### src/rtl/fpstat_pkg.sv
package fpstat_pkg;
    localparam int NIB_W    = 4;
    // instruction word field positions
    localparam int L_POS    = 25;
    localparam int MSK_POS  = 17;
    localparam int W_POS    = 16;
    localparam int SEL_POS  = 19;
    localparam int SEL_W    = 3;
    localparam int IMM_POS  = 12;
    // summary bits and their sources
    localparam int VX_BIT   = 29;
    localparam int FEX_BIT  = 30;
    localparam int N_EXC    = 5;   // sticky 29..25 pair with enable 7..3
    localparam logic [31:0] INV_MASK = 32'h01F8_0700;
endpackage

### src/rtl/fpstat_decode.sv
module fpstat_decode
    import fpstat_pkg::*;
#(
    parameter int REG_W = 64
) (
    input  logic                      form_imm,
    input  logic [31:0]               insn,
    input  logic [REG_W-1:0]          src,
    input  logic                      ext_isa,
    output logic [REG_W-1:0]          wr_data,
    output logic [REG_W/NIB_W-1:0]    wr_mask,
    output logic                      w_bad
);
    localparam int FIELDS = REG_W / NIB_W;
    localparam int HALF   = FIELDS / 2;
    localparam int SH_W   = $clog2(FIELDS);

    logic            w_bit;
    logic            l_bit;
    logic [HALF-1:0] flm;
    logic [SEL_W-1:0] sel;
    logic [NIB_W-1:0] imm;
    logic [SH_W-1:0] sh;

    assign w_bit = insn[W_POS];
    assign l_bit = insn[L_POS];
    assign flm   = insn[MSK_POS +: HALF];
    assign sel   = insn[SEL_POS +: SEL_W];
    assign imm   = insn[IMM_POS +: NIB_W];
    assign w_bad = w_bit & ~ext_isa;

    always_comb begin
        sh = (w_bit ? SH_W'(HALF) : '0) + SH_W'(HALF - 1) - SH_W'(sel);
        if (form_imm) begin
            wr_data     = REG_W'(imm) << (NIB_W * sh);
            wr_mask     = '0;
            wr_mask[sh] = 1'b1;
        end else begin
            wr_data = src;
            if (l_bit) begin
                wr_mask = ext_isa ? '1 : FIELDS'({HALF{1'b1}});
            end else begin
                wr_mask = FIELDS'(flm) << (w_bit ? HALF : 0);
            end
        end
    end
endmodule

### src/rtl/fpstat_merge.sv
module fpstat_merge
    import fpstat_pkg::*;
#(
    parameter int REG_W = 64
) (
    input  logic [REG_W-1:0]       prev,
    input  logic [REG_W-1:0]       wr_data,
    input  logic [REG_W/NIB_W-1:0] wr_mask,
    output logic [REG_W-1:0]       merged
);
    localparam int FIELDS = REG_W / NIB_W;

    logic [REG_W-1:0] raw;
    logic             vx;
    logic             fex;

    for (genvar i = 0; i < FIELDS; i++) begin : g_field
        assign raw[i*NIB_W +: NIB_W] = wr_mask[i] ? wr_data[i*NIB_W +: NIB_W]
                                                  : prev[i*NIB_W +: NIB_W];
    end

    always_comb begin
        vx  = |(raw[31:0] & INV_MASK);
        fex = 1'b0;
        for (int k = 0; k < N_EXC; k++) begin
            if (k == 0) fex = fex | (vx & raw[7]);
            else        fex = fex | (raw[VX_BIT-k] & raw[7-k]);
        end
        merged          = raw;
        merged[VX_BIT]  = vx;
        merged[FEX_BIT] = fex;
    end
endmodule

### src/rtl/fpstat_wr_unit.sv
module fpstat_wr_unit
    import fpstat_pkg::*;
#(
    parameter int REG_W = 64
) (
    input  logic               clk,
    input  logic               rst_n,
    input  logic               req_i,
    input  logic               form_imm_i,
    input  logic [31:0]        insn_i,
    input  logic [REG_W-1:0]   src_i,
    input  logic               fpu_en_i,
    input  logic               ext_isa_i,
    input  logic               rd_hi_i,
    output logic [REG_W-1:0]   stat_o,
    output logic [REG_W/2-1:0] rd_word_o,
    output logic               unavail_o,
    output logic               illegal_o
);
    localparam int FIELDS = REG_W / NIB_W;
    localparam int HW     = REG_W / 2;

    typedef struct packed {
        logic [REG_W-1:0] stat;
        logic             unavail;
        logic             illegal;
    } state_t;

    state_t state_d, state_q;

    logic [REG_W-1:0]  wr_data;
    logic [FIELDS-1:0] wr_mask;
    logic              w_bad;
    logic [REG_W-1:0]  merged;

    fpstat_decode #(.REG_W(REG_W)) u_decode (
        .form_imm (form_imm_i),
        .insn     (insn_i),
        .src      (src_i),
        .ext_isa  (ext_isa_i),
        .wr_data  (wr_data),
        .wr_mask  (wr_mask),
        .w_bad    (w_bad)
    );

    fpstat_merge #(.REG_W(REG_W)) u_merge (
        .prev    (state_q.stat),
        .wr_data (wr_data),
        .wr_mask (wr_mask),
        .merged  (merged)
    );

    always_comb begin
        state_d         = state_q;
        state_d.unavail = 1'b0;
        state_d.illegal = 1'b0;
        if (req_i) begin
            if (!fpu_en_i) begin
                state_d.unavail = 1'b1;
            end else if (w_bad) begin
                state_d.illegal = 1'b1;
            end else begin
                state_d.stat = merged;
            end
        end
    end

    always_ff @(posedge clk) begin
        if (!rst_n) state_q <= '0;
        else        state_q <= state_d;
    end

    assign stat_o    = state_q.stat;
    assign unavail_o = state_q.unavail;
    assign illegal_o = state_q.illegal;
    assign rd_word_o = rd_hi_i ? state_q.stat[REG_W-1:HW] : state_q.stat[HW-1:0];


    unavail_prio_chk: assert property (@(posedge clk) disable iff (!rst_n)
        (req_i && !fpu_en_i) |=> (unavail_o && !illegal_o && $stable(stat_o)));


    illegal_w_chk: assert property (@(posedge clk) disable iff (!rst_n)
        (req_i && fpu_en_i && insn_i[W_POS] && !ext_isa_i) |=> (illegal_o && $stable(stat_o)));


    idle_hold_chk: assert property (@(posedge clk) disable iff (!rst_n)
        !req_i |=> (!unavail_o && !illegal_o && $stable(stat_o)));


    vx_summary_chk: assert property (@(posedge clk) disable iff (!rst_n)
        stat_o[VX_BIT] == |(stat_o[31:0] & INV_MASK));


    pulse_excl_chk: assert property (@(posedge clk) disable iff (!rst_n)
        !(unavail_o && illegal_o));
endmodule

### config.mk
export PLATFORM = sky130hd
export DESIGN_NAME = fpstat_wr_unit
export DESIGN_NICKNAME = d
export VERILOG_FILES = /design/src/rtl/fpstat_pkg.sv /design/src/rtl/fpstat_decode.sv /design/src/rtl/fpstat_merge.sv /design/src/rtl/fpstat_wr_unit.sv
export SDC_FILE = /design/constraint.sdc
export NUM_CORES = 1
export LEC_CHECK = 0
export BUFFER_PORTS_ARGS = -buffer_cell sky130_fd_sc_hd__buf_2
export CAP_MARGIN = 20
export CORE_ASPECT_RATIO = 0.9
export CORE_UTILIZATION = 40
export DETAILED_ROUTE_END_ITERATION = 12
export MAX_ROUTING_LAYER = met4
export PLACE_DENSITY_LB_ADDON = 0.12
export SYNTH_ARGS = -nofsm -noshare
export SYNTH_HDL_FRONTEND = slang
export SYNTH_HIERARCHICAL = 1
export SYNTH_SLANG_ARGS = --single-unit
### constraint.sdc
create_clock -name clk -period 2.8 [get_ports clk]
set_input_delay 0.84 -clock clk [delete_from_list [all_inputs] [get_ports clk]]
set_output_delay 0.84 -clock clk [all_outputs]
set_load 0.02 [all_outputs]
==> metrics.yaml <==
wl_per_cell_um: 16.28
final_nets: 917
grt_pass1_wl_um: 24560
dieArea_um2: 13140
hold_viol: 0
r2r_slack_ps: 1240
ctsHoldBuffers: 0
route.met3.wl_um: 909
grt_pass1_vias: 4889
swShare_pct: 27.24
core_um2: 12220
drtAntennaViolNets: 0
worst_slew_pin_slew_ps: 675.4
slowest_stage: "mux2_2"
comb_power_share_pct: 21.2
cp-end-kind: "output port"
clock_path_buffers: 2
syn2layout_area_growth_pct: 28.94
whs_path_depth: 2
vias: 5106
clk_latency_ps: 330
required_ps: 1960
intPower_mw: 1.934
layout-drive-gt1-share_pct: 36.72
power.density_nw_per_um2: 406.2
hold_start: "stat_o[30]"
crit_chain: "buf_2 -> buf_12 -> mux2_2 -> buf_2"
nFillCells: 1198
cts.clk_slew.worst_paths_ps: 60
crit_arrival_ps: 1700
status: "finished clean"
die_y_um: 108.9
power.share.clock_pct: 42.3
rows: 38
grt_usage_pct: 25.09
hp-class: "reg2reg"
wl_met1_um: 7323
vdd_ir_drop_max_v: 0.0002686
path_class: "in2out"
startpoint_type: "input pin"
finClkSkew_ps: 3.832
fin_crit_sh_pct: 90.65
drt-pass1-iter-count: 5
antenna_found_initial: 0
pin_count: 201
maxSlewViolCount: 0
wl_met2_um: 7424
placed_cells: 963
diodes: 0
switching_power_uw: 723.9
stdcell_count: 977
cp_slowest_stage_delay_ps: 370
yosys_warnings: 6
dpl-instance-area_um2: 6251
fmax_mhz: 394.0
highest_layer: "met4"
dieWidth_um: 120.7
overflow: 0
min_period_ps: 2538
initial_core_util_pct: 41.53
postLayoutCoreUtil_pct: 53.55
wl_um: 15900
portBuffers: 180
r2r_end: "stat_o[30]"
synth_area_um2: 5075
setup_tns_ps: 0
htree_levels: 3
hold_path_end: "stat_o[30]"
leakage_nw: 3.243
cts_tree: "built"
syn_inst: 620
critical_path.max_fanout: 32
multi_input_comb_area_um2: 3172
cts_setup_buffers: 0
p_seq_share_pct: 36.5
slew_headroom_pct: 54.97
ctsResizeCount: 0
setup_viol: 0
final_area_um2: 6544
drtIter0Drc: 264
cap_violations: 0
grt_max_degree: 67
fin_total_pwr_mw: 2.658
place_congestion: 0.9048
crit_top_cell: "buf_2"
rsz0062_at_grt: "no"
final-seq-area_um2: 1321
syn_avg_cell_area_um2: 8.185
avgViaCountPerCell: 5.226
drc: 0
reg2reg_from: "stat_o[20]"
dp.final_hpwl_um: 12060
numCtsBuffers: 9
root_buffer: "clkbuf_16"
postSynthNetCount: 723
reg2reg_depth: 6
cts_sinks: 66
==> layer usage <==
| layer | vias to the layer above | global-route usage [%] |
|---|---|---|
| li1 | 2505 | - |
| met1 | 2402 | 31.60 |
| met5 | - | - |
| met4 | 0 | 7.584 |
| met3 | 21 | 4.393 |
| met2 | 178 | 41.13 |
==> layout by cell type (no fill, tap or decap), types with 3 or more instances in the layout <==
| cell | count |
|---|---|
| o2bb2ai_1 | 3 |
| nor2_1 | 6 |
| o21ai_1 | 3 |
| mux2i_1 | 64 |
| o22ai_1 | 54 |
| buf_4 | 46 |
| o21ai_0 | 6 |
| inv_1 | 63 |
| a21oi_1 | 15 |
| buf_12 | 4 |
| dfxtp_1 | 66 |
| clkbuf_16 | 9 |
| buf_2 | 179 |
| o22ai_2 | 10 |
| nand2b_1 | 4 |
| mux2_2 | 41 |
| nand2_1 | 160 |
| nor2b_1 | 3 |
| mux2_1 | 53 |
==> how the worst max path moves through the flow <==
| stage | startpoint | end | slack [ps] | cells past startpoint |
|---|---|---|---|---|
| floorplan | form_imm_i | stat_o[30] | 10 | 12 |
| global placement | form_imm_i | stat_o[30] | 40 | 10 |
| detailed placement | form_imm_i | stat_o[30] | 40 | 10 |
| CTS | rd_hi_i | rd_word_o[13] | 260 | 4 |
| global route | form_imm_i | stat_o[30] | 210 | 11 |
| finish | rd_hi_i | rd_word_o[13] | 260 | 4 |
==> power by group through the flow <==
stage / Clock, mW / Sequential (mW) / Combinational (mW)
after floorplan: 0 / 1.00 / 0.357
after global placement: 0 / 0.988 / 0.555
after detailed placement: 0 / 0.989 / 0.560
after CTS: 1.15 / 0.969 / 0.562
after global routing: 1.20 / 0.971 / 0.610
final: 1.12 / 0.969 / 0.564
==> critical path, delay by kind of cell <==
family,cells,cell delay (ps)
buf+inv,3,470
mux,1,370
==> area by class of cell <==
cell class,count,share of cell area [%]
multi-input combinational,445,48.47
sequential,66,20.19
timing repair buffer,229,20.19
tap,160,3.059
clock inverter,3,0.6119
inverter,63,3.614
clock buffer,11,3.862
==> registers in the layout, summed over array words and instances (netlist names) <==
signal / cells
stat_o: 64
illegal_o: 1
unavail_o: 1
==> stage by stage <==
step | hold slack (ps) | setup WS, ps
floorplan | 541.0 | 13.16
global placement | 463.0 | 43.37
detailed placement | 468.5 | 39.74
CTS | 483.1 | 259.7
global route | 511.7 | 210.2
finish | 481.6 | 261.7
Note: power is estimated with default switching activity, not from simulation.
